**src/rtl/dp_alu_pkg.sv**
```systemverilog
`timescale 1ns/1ps
package dp_alu_pkg;

  typedef enum logic [3:0] {
    OP_AND = 4'd0,  OP_EOR = 4'd1,  OP_SUB = 4'd2,  OP_RSB = 4'd3,
    OP_ADD = 4'd4,  OP_ADC = 4'd5,  OP_SBC = 4'd6,  OP_RSC = 4'd7,
    OP_TST = 4'd8,  OP_TEQ = 4'd9,  OP_CMP = 4'd10, OP_CMN = 4'd11,
    OP_ORR = 4'd12, OP_MOV = 4'd13, OP_BIC = 4'd14, OP_MVN = 4'd15
  } alu_op_e;

  typedef enum logic [1:0] {CIN_ZERO, CIN_ONE, CIN_FLAG} cin_sel_e;

  typedef enum logic [2:0] {
    LG_AND, LG_XOR, LG_OR, LG_ANDN, LG_PASSB, LG_NOTB
  } logic_sel_e;

  typedef struct packed {
    logic n;
    logic z;
    logic c;
    logic v;
  } flags_t;

  typedef struct packed {
    logic       arith;
    logic       compare;
    logic       swap;
    logic       invert;
    cin_sel_e   cin_sel;
    logic_sel_e lsel;
  } ctrl_t;

endpackage

```
**src/rtl/dp_alu_decode.sv**
```systemverilog
`timescale 1ns/1ps
module dp_alu_decode
  import dp_alu_pkg::*;
(
  input  logic [3:0] op_i,
  output ctrl_t      ctrl_o
);

  alu_op_e op;
  assign op = alu_op_e'(op_i);

  always_comb begin
    ctrl_o         = '0;
    ctrl_o.cin_sel = CIN_ZERO;
    ctrl_o.lsel    = LG_AND;
    ctrl_o.compare = (op_i[3:2] == 2'b10);
    unique case (op)
      OP_AND, OP_TST: ctrl_o.lsel = LG_AND;
      OP_EOR, OP_TEQ: ctrl_o.lsel = LG_XOR;
      OP_ORR:         ctrl_o.lsel = LG_OR;
      OP_BIC:         ctrl_o.lsel = LG_ANDN;
      OP_MOV:         ctrl_o.lsel = LG_PASSB;
      OP_MVN:         ctrl_o.lsel = LG_NOTB;
      OP_ADD, OP_CMN: ctrl_o.arith = 1'b1;
      OP_ADC: begin
        ctrl_o.arith   = 1'b1;
        ctrl_o.cin_sel = CIN_FLAG;
      end
      OP_SUB, OP_CMP: begin
        ctrl_o.arith   = 1'b1;
        ctrl_o.invert  = 1'b1;
        ctrl_o.cin_sel = CIN_ONE;
      end
      OP_SBC: begin
        ctrl_o.arith   = 1'b1;
        ctrl_o.invert  = 1'b1;
        ctrl_o.cin_sel = CIN_FLAG;
      end
      OP_RSB: begin
        ctrl_o.arith   = 1'b1;
        ctrl_o.swap    = 1'b1;
        ctrl_o.invert  = 1'b1;
        ctrl_o.cin_sel = CIN_ONE;
      end
      OP_RSC: begin
        ctrl_o.arith   = 1'b1;
        ctrl_o.swap    = 1'b1;
        ctrl_o.invert  = 1'b1;
        ctrl_o.cin_sel = CIN_FLAG;
      end
      default: ctrl_o.lsel = LG_AND;
    endcase
  end

endmodule

```
**src/rtl/dp_alu_adder.sv**
```systemverilog
`timescale 1ns/1ps
module dp_alu_adder #(
  parameter int W = 32
) (
  input  logic         swap_i,
  input  logic         invert_i,
  input  logic         cin_i,
  input  logic [W-1:0] a_i,
  input  logic [W-1:0] b_i,
  output logic [W-1:0] sum_o,
  output logic         cout_o,
  output logic         ovf_o
);

  localparam int MSB = W - 1;

  logic [W-1:0] x, y;
  logic [W:0]   total;

  // The operand in the first position stays true; the other one is inverted for subtract forms.
  assign x = swap_i ? b_i : a_i;
  assign y = invert_i ? ~(swap_i ? a_i : b_i) : (swap_i ? a_i : b_i);

  assign total  = {1'b0, x} + {1'b0, y} + {{W{1'b0}}, cin_i};
  assign sum_o  = total[W-1:0];
  assign cout_o = total[W];
  assign ovf_o  = (x[MSB] == y[MSB]) && (total[MSB] != x[MSB]);

endmodule

```
**src/rtl/dp_alu_logic.sv**
```systemverilog
`timescale 1ns/1ps
module dp_alu_logic
  import dp_alu_pkg::*;
#(
  parameter int W = 32
) (
  input  logic_sel_e   sel_i,
  input  logic [W-1:0] a_i,
  input  logic [W-1:0] b_i,
  output logic [W-1:0] res_o
);

  always_comb begin
    unique case (sel_i)
      LG_AND:   res_o = a_i & b_i;
      LG_XOR:   res_o = a_i ^ b_i;
      LG_OR:    res_o = a_i | b_i;
      LG_ANDN:  res_o = a_i & ~b_i;
      LG_PASSB: res_o = b_i;
      LG_NOTB:  res_o = ~b_i;
      default:  res_o = a_i & b_i;
    endcase
  end

endmodule

```
**src/rtl/dp_alu_flags.sv**
```systemverilog
`timescale 1ns/1ps
module dp_alu_flags
  import dp_alu_pkg::*;
#(
  parameter int W = 32
) (
  input  logic         arith_i,
  input  logic         compare_i,
  input  logic         set_flags_i,
  input  logic         shift_used_i,
  input  logic         shift_carry_i,
  input  logic [W-1:0] res_i,
  input  logic         cout_i,
  input  logic         ovf_i,
  input  flags_t       flags_i,
  output flags_t       flags_o
);

  logic update;
  assign update = set_flags_i || compare_i;

  always_comb begin
    flags_o = flags_i;
    if (update) begin
      flags_o.n = res_i[W-1];
      flags_o.z = (res_i == '0);
      if (arith_i) begin
        flags_o.c = cout_i;
        flags_o.v = ovf_i;
      end else begin
        flags_o.c = shift_used_i ? shift_carry_i : flags_i.c;
      end
    end
  end

endmodule

```
**src/rtl/dp_alu.sv**
```systemverilog
`timescale 1ns/1ps
module dp_alu
  import dp_alu_pkg::*;
#(
  parameter int W = 32
) (
  input  logic [3:0]   op_i,
  input  logic [W-1:0] opa_i,
  input  logic [W-1:0] opb_i,
  input  logic         shift_carry_i,
  input  logic         shift_used_i,
  input  logic [3:0]   flags_i,
  input  logic         set_flags_i,
  output logic [W-1:0] result_o,
  output logic         wr_en_o,
  output logic [3:0]   flags_o
);

  ctrl_t        ctrl;
  flags_t       cur_flags, next_flags;
  logic [W-1:0] sum, lres;
  logic         cout, ovf, cin;

  assign cur_flags = flags_t'(flags_i);

  dp_alu_decode u_decode (
    .op_i   (op_i),
    .ctrl_o (ctrl)
  );

  always_comb begin
    unique case (ctrl.cin_sel)
      CIN_ONE:  cin = 1'b1;
      CIN_FLAG: cin = cur_flags.c;
      default:  cin = 1'b0;
    endcase
  end

  dp_alu_adder #(.W(W)) u_adder (
    .swap_i   (ctrl.swap),
    .invert_i (ctrl.invert),
    .cin_i    (cin),
    .a_i      (opa_i),
    .b_i      (opb_i),
    .sum_o    (sum),
    .cout_o   (cout),
    .ovf_o    (ovf)
  );

  dp_alu_logic #(.W(W)) u_logic (
    .sel_i (ctrl.lsel),
    .a_i   (opa_i),
    .b_i   (opb_i),
    .res_o (lres)
  );

  assign result_o = ctrl.arith ? sum : lres;
  assign wr_en_o  = ~ctrl.compare;

  dp_alu_flags #(.W(W)) u_flags (
    .arith_i       (ctrl.arith),
    .compare_i     (ctrl.compare),
    .set_flags_i   (set_flags_i),
    .shift_used_i  (shift_used_i),
    .shift_carry_i (shift_carry_i),
    .res_i         (result_o),
    .cout_i        (cout),
    .ovf_i         (ovf),
    .flags_i       (cur_flags),
    .flags_o       (next_flags)
  );

  assign flags_o = next_flags;

endmodule

```
**config.mk**
```make
export PLATFORM = sky130hd
export DESIGN_NAME = dp_alu
export DESIGN_NICKNAME = d
export VERILOG_FILES = /design/src/rtl/dp_alu_pkg.sv /design/src/rtl/dp_alu_decode.sv /design/src/rtl/dp_alu_adder.sv /design/src/rtl/dp_alu_logic.sv /design/src/rtl/dp_alu_flags.sv /design/src/rtl/dp_alu.sv
export SDC_FILE = /design/constraint.sdc
export NUM_CORES = 1
export LEC_CHECK = 0
export BUFFER_PORTS_ARGS = -buffer_cell sky130_fd_sc_hd__buf_2
export CAP_MARGIN = 20
export CORE_UTILIZATION = 54
export DETAILED_ROUTE_END_ITERATION = 8
export PLACE_DENSITY = 0.83
export SLEW_MARGIN = 20
export SYNTH_ARGS = -nofsm -noshare
export SYNTH_HDL_FRONTEND = slang
export SYNTH_SLANG_ARGS = --single-unit
```
**constraint.sdc**
```tcl
create_clock -name vclk -period 7.3
set_clock_uncertainty 0.15 [all_clocks]
set_input_delay 1.095 -clock vclk [all_inputs]
set_output_delay 1.095 -clock vclk [all_outputs]
set_load 0.02 [all_outputs]
```
-- After elaboration in Yosys (flattened, before gate mapping)
Index checks and enable logic that the tools add are counted.
- memory bits (read-only): 0
- bits in latches: 0
- memories: 0
- bits in writable memories: 0
- register bits: 0
- output and inout port bits: 37
- shifts and indexed selects: 0
- $mul: 0
- reductions and logical operators: 9
- eq/ne operators: 24
- magnitude comparators: 0
- divide/modulo/power cells: 0
- add/subtract/negate cells: 2
- bitwise logic cells: 7
- mux-type cells: 15
- operators by type and width (cell ; count):
    one-hot mux 32 bit (5 select lines) ; 1
    2-to-1 mux 32 bit ; 4
    bitwise AND 32 bit ; 2
    NOT 32 bit ; 2
    adder 32 x 32 -> 33 bit ; 1
    adder 33 x 1 -> 33 bit ; 1
    zero test 32 bit ; 1
    OR 32 bit ; 1
    XOR 32 bit ; 1
    == test 4 bit (second input constant) ; 7
    == test 4 x 3 -> 1 bit (second input constant) ; 4
    one-hot mux 3 bit (5 select lines) ; 1
    == test 4 x 2 -> 1 bit (second input constant) ; 2
    OR reduction 8 bit ; 1
    == test 3 x 2 -> 1 bit (second input constant) ; 2
    == test 3 bit (second input constant) ; 2
    2-to-1 mux 1 bit ; 6
    OR reduction 3 bit ; 2
    OR reduction 5 bit ; 1
    == test 2 bit (second input constant) ; 2
    == test 4 x 1 -> 1 bit (second input constant) ; 1
    2-to-1 mux 4 bit ; 1
    one-hot mux 2 bit (2 select lines) ; 1
    OR reduction 2 bit ; 2
    other kinds (8) ; 8

-- Depth between registers and ports, before layout
- depth after elaboration: 12
- depth in mapped cells: 25
- mapped depth without buffers: 20

-- Hierarchy
Synthesis repeated with hierarchy kept, for this count alone.
- cells, all modules: 852
- area total of the unflattened synthesis: 6278.5 sq um
- by module, submodules not included (module ; area an instance (sq um) ; times used ; cells an instance):
    dp_alu_adder ; 2813.9 ; 1 ; 358
    dp_alu_logic ; 2626.3 ; 1 ; 413
    dp_alu ; 589.3 ; 1 ; 43
    dp_alu_flags ; 162.7 ; 1 ; 21
    dp_alu_decode ; 86.3 ; 1 ; 17

-- Worst setup path before layout
Ideal clock, no wire load.
- kind: input to output
- start: input op_i[1]
- end: output flags_o[2]
- data required time: 6.055 ns
- stages: 24
- data arrival time: 6.389 ns
- buffers on the path: 10
- setup slack: -0.334 ns
- path through: buf_6 buf_6 buf_4 buf_2 buf_2 clkbuf_1 nand3_1 clkbuf_1 clkbuf_1 clkbuf_1 nand2_1 o21ai_0 ha_1 buf_2 a21o_1 a21o_1 a2111oi_0 nor3b_1 nor4_1 xnor2_1 a22oi_2 or4_1 or4_1 o31ai_2
- word-level cells in the longest chain between the ends: 11
- elaborated cells between the ends (all ways): 43
- those cells by class: add/sub (2); eq/ne (21); mux (12); bitwise (1); reduce/logical (7)
- ends and longest elaborated chain (item ; line ; source):
    from (decl) ; dp_alu.sv:7 ; input logic [3:0] op_i,
    == test 4 x 2 -> 1 bit or == test 4 x 3 -> 1 bit (tied branches) ; dp_alu_decode.sv:17 ; unique case (op)
    OR reduction 2 bit (no line) ; -- ;
    2-to-1 mux 1 bit ; dp_alu_decode.sv:17 ;
    2-to-1 mux 32 bit ; dp_alu_adder.sv:22 ; assign y = invert_i ? ~(swap_i ? a_i : b_i) : (swap_i ? a_i : b_i);
    NOT 32 bit ; dp_alu_adder.sv:22 ;
    2-to-1 mux 32 bit ; dp_alu_adder.sv:22 ;
    adder 32 x 32 -> 33 bit ; dp_alu_adder.sv:24 ; assign total = {1'b0, x} + {1'b0, y} + {{W{1'b0}}, cin_i};
    adder 33 x 1 -> 33 bit ; dp_alu_adder.sv:24 ;
    2-to-1 mux 32 bit (*) ; dp_alu.sv:57 ; assign result_o = ctrl.arith ? sum : lres;
    net result_o[30] ; dp_alu.sv:14 ; output logic [W-1:0] result_o,
    zero test 32 bit (*) ; dp_alu_flags.sv:26 ; flags_o.z = (res_i == '0);
    2-to-1 mux 4 bit (*) ; dp_alu_flags.sv:24 ; if (update) begin
    to (decl) ; dp_alu.sv:16 ; output logic [3:0] flags_o
Mark *: on every way through the listed nets, which the timed path passes. The rest lies on a longest branch.

-- Final worst setup path
- start: input op_i[3]
- end: output flags_o[2]
- word-level cells in the longest chain between the ends: 11
- elaborated cells between the ends (all ways): 45
- those cells by class: add/sub (2); eq/ne (22); mux (12); bitwise (1); reduce/logical (8)
- ends and longest elaborated chain (item ; line):
    == test 4 x 2 -> 1 bit or == test 4 x 3 -> 1 bit (tied branches) ; dp_alu_decode.sv:17
    OR reduction 2 bit (no line) ; --
    2-to-1 mux 1 bit ; dp_alu_decode.sv:17
    2-to-1 mux 32 bit ; dp_alu_adder.sv:22
    NOT 32 bit ; dp_alu_adder.sv:22
    2-to-1 mux 32 bit ; dp_alu_adder.sv:22
    adder 32 x 32 -> 33 bit ; dp_alu_adder.sv:24
    adder 33 x 1 -> 33 bit ; dp_alu_adder.sv:24
    2-to-1 mux 32 bit ; dp_alu.sv:57
    zero test 32 bit ; dp_alu_flags.sv:26
    2-to-1 mux 4 bit (*) ; dp_alu_flags.sv:24
Mark *: on every way between the ends. The rest lies on a longest branch, timed or not.

==> Flow_metrics.wiki <==
{| class="wikitable"
! Metric !! Value
|-
| Floorplan core area || 0.0104 sq mm
|-
| # port buffers || 112
|-
| Post-CTS Hold Buffers || 0
|-
| Actual transition at the worst max-transition pin || 0.939 ns
|-
| Worst VDD drop || 0.0000880 V
|-
| Number of resized instances in the post-cts repair step || 0
|-
| Top cells by instance count after synthesis || sky130_fd_sc_hd__nand2_1, sky130_fd_sc_hd__a21oi_1, sky130_fd_sc_hd__o21ai_0
|-
| Initial drt markers || 744
|-
| Run status || finished, final reports clean
|-
| Post-Synth XOR/XNOR Area || 0.118
|-
| Effective utilization at floorplan || 0.564
|-
| Synthesized net count || 1070
|-
| Most instantiated library cell after synthesis || sky130_fd_sc_hd__nand2_1
|-
| Design Area, Final || 0.00647 sq mm
|-
| Simple-gate share of the synthesized area || 0.221
|-
| Aggregate negative setup slack || 0 ns
|-
| Fraction of the yosys area taken by sequential cells || 0
|-
| Final weighted congestion in routability-driven placement || 1.02
|-
| Hold path start || flags_i[3]
|-
| Shortest period the worst path allows || 7.11 ns
|-
| Die height || 106 um
|-
| PD cells || 133 mW/mm^2
|-
| Number of clock buffer instances in the layout || 0
|-
| Setup repair after global routing missed its margin || false
|-
| Largest net degree at the start of global routing || 60
|-
| Final routed DRC violation total || 0
|-
| Post-synthesis cell type count || 85
|-
| Period Utilization, post-route || 0.974
|-
| Critical Path AT || 5.86 ns
|-
| Max-slew violation count || 0
|-
| Yosys warns || 0
|-
| Kind of critical path || in -> out
|-
| Via count of the first global-routing pass || 6582
|-
| MaxCap Viol Count || 0
|-
| Net Sw Frac || 0.628
|-
| Total number of vias || 7444
|-
| Final-report hold violation count || 0
|-
| Global-route wire length before repair || 34000 um
|-
| Post-CTS Setup Inserts || 0
|-
| Initial antenna violation count || 0
|-
| Clk network pwr share || 0
|-
| Pleak || 2.99 nW
|-
| Top area cells in the synthesized netlist || sky130_fd_sc_hd__ha_1, sky130_fd_sc_hd__a21oi_1, sky130_fd_sc_hd__o21ai_0
|-
| Routed wire per std cell || 19.1 um
|-
| Final antenna-violating net count || 0
|-
| Data required, critical path || 6.05 ns
|-
| Layout sequential cell count || 0
|-
| Cell Rows || 37
|-
| Share of the synthesized area in the top cell type || 0.138
|-
| Average size of a mapped cell || 6.33 sq um
|-
| First drt pass iteration count || 5
|-
| Endpoint type of the worst setup path || output port
|-
| Count of filler cells inserted in the layout || 1044
|-
| Overflow left after global routing || 0
|-
| First element of the critical path || op_i[3]
|-
| Post-synth top area cell || sky130_fd_sc_hd__ha_1
|-
| Cell area after synthesis || 0.00588 sq mm
|-
| Largest family of logic cells by synthesized area || compound AO/OA/AOI/OAI gates
|-
| Register share of total power || 0
|-
| Worst Hold Depth || 3
|-
| Die span in x || 106 um
|-
| Detailed-placement wirelength estimate || 16400 um
|-
| Adder-Cell Fraction of Synth Area || 0.145
|-
| Max Fclk || 0.141 GHz
|-
| Relative slew slack || 0.373
|-
| Net switching power of the design || 0.543 mW
|-
| Final Setup Violations || 0
|-
| Proportion of layout cells with a drive suffix above 1 || 0.180
|-
| Cell count after synthesis || 928
|-
| Area post-placement || 0.00647 sq mm
|-
| Worst-case hold slack || 2.39 ns
|-
| Diodes inserted || 0
|-
| Count of nets after finishing || 1142
|-
| Synth Area in Compound Gates || 0.386
|-
| Global routing usage summed across all routing layers || 0.374
|-
| Path category of the worst min-delay check || in -> out
|-
| Largest fanout on the critical path || 5
|-
| Power share of the combinational group || 1.000
|-
| Total Die Area || 0.0113 sq mm
|-
| Endpoint of the worst hold-timing path || flags_o[3]
|-
| Int Power || 0.321 mW
|-
| Area of all sequential standard cells || 0 sq um
|-
| IO Pins || 112
|-
| Crit path launch type || primary input
|-
| Via density || 6.56
|-
| Aggregate routed wire length || 21700 um
|-
| Multiplexer fraction of the synthesized cell area || 0.0164
|-
| Area Growth Syn to Fin || 10.2%
|-
| Non-filler instance count after layout || 1134
|-
| Placed instance count || 1134
|}
## layer usage
layer | routed length, um | vias up | share of wire | GRT usage
met1 | 8720 | 3413 | 0.40 | 0.487
met5 | 0 | - | 0 | 0
met4 | 855 | 0 | 0.039 | 0.124
met2 | 9850 | 449 | 0.45 | 0.633
met3 | 2240 | 81 | 0.10 | 0.0484
li1 | - | 3501 | - | -
## metrics by stage
step,util,power [mW],worst slack [ns]
after floorplan,-,0.612,0.0171
after global placement,0.622,0.834,0.383
after detailed placement,0.622,0.838,0.262
after CTS,0.622,0.843,0.255
after global routing,0.622,0.930,0.0420
final,0.622,0.864,0.191
## area by class of cell
cell class	count	area, sq um	share of cell area
well taps	136	170	0.0263
inverters	79	297	0.0458
repair buffers	137	773	0.119
multi-input cells	782	5240	0.809
## cell families after synthesis
| family | Yosys count |
|---|---|
| AOI/OAI and AO/OA | 350 |
| buffers and inverters | 146 |
| and+or+nand+nor | 278 |
| muxes | 9 |
| xor gates and xnor gates | 78 |
| adders and majority gates | 67 |
## worst max path at each step
stage                      end  slack (ns)
global route        flags_o[2]        0.04
finish              flags_o[2]        0.19
global placement    flags_o[2]        0.38
CTS                 flags_o[2]        0.26
detailed placement  flags_o[2]        0.26
floorplan           flags_o[2]        0.02
## worst max-delay path, stage by stage
cell                        delay, ns
sky130_fd_sc_hd__buf_2           0.11
sky130_fd_sc_hd__inv_1           0.15
sky130_fd_sc_hd__nand2_1         0.13
sky130_fd_sc_hd__nor2_1          0.17
sky130_fd_sc_hd__ha_1            0.25
sky130_fd_sc_hd__or2_2           0.30
sky130_fd_sc_hd__fa_1            0.43
sky130_fd_sc_hd__inv_1           0.09
sky130_fd_sc_hd__fa_1            0.25
sky130_fd_sc_hd__a211oi_2        0.11
sky130_fd_sc_hd__o21ai_2         0.30
sky130_fd_sc_hd__xor2_1          0.15
sky130_fd_sc_hd__o32a_1          0.23
sky130_fd_sc_hd__nor3_1          0.26
sky130_fd_sc_hd__nand4bb_1       0.21
sky130_fd_sc_hd__nor4_1          0.40
sky130_fd_sc_hd__nand4b_1        0.27
sky130_fd_sc_hd__or4_1           0.52
sky130_fd_sc_hd__o31ai_4         0.23
sky130_fd_sc_hd__buf_2           0.19
## cell usage in the layout (no fill, tap or decap), drive strengths merged, types with 5 or more instances in the layout
cell type,count
buf,137
nand2,112
a21oi,109
o21ai,93
inv,79
ha,65
nor2,64
xnor2,44
xor2,34
nor3,25
nand3,22
o22ai,15
a21o,13
o21a,12
a31oi,11
a211oi,11
nand4,10
a22oi,10
o32ai,7
a311oi,7
o31ai,7
nor4,7
nor2b,5
a2111oi,5
nand2b,5
a221oi,5
mux2,5
or2,5
## power by group through the flow
stage / logic, mW / clock network [mW] / registers [mW]
2_1_floorplan: 0.612 / 0 / 0
3_3_place_gp: 0.834 / 0 / 0
3_5_place_dp: 0.838 / 0 / 0
4_1_cts: 0.843 / 0 / 0
5_1_grt: 0.930 / 0 / 0
6_report: 0.864 / 0 / 0
No activity file was read; power rests on OpenSTA's default activity.
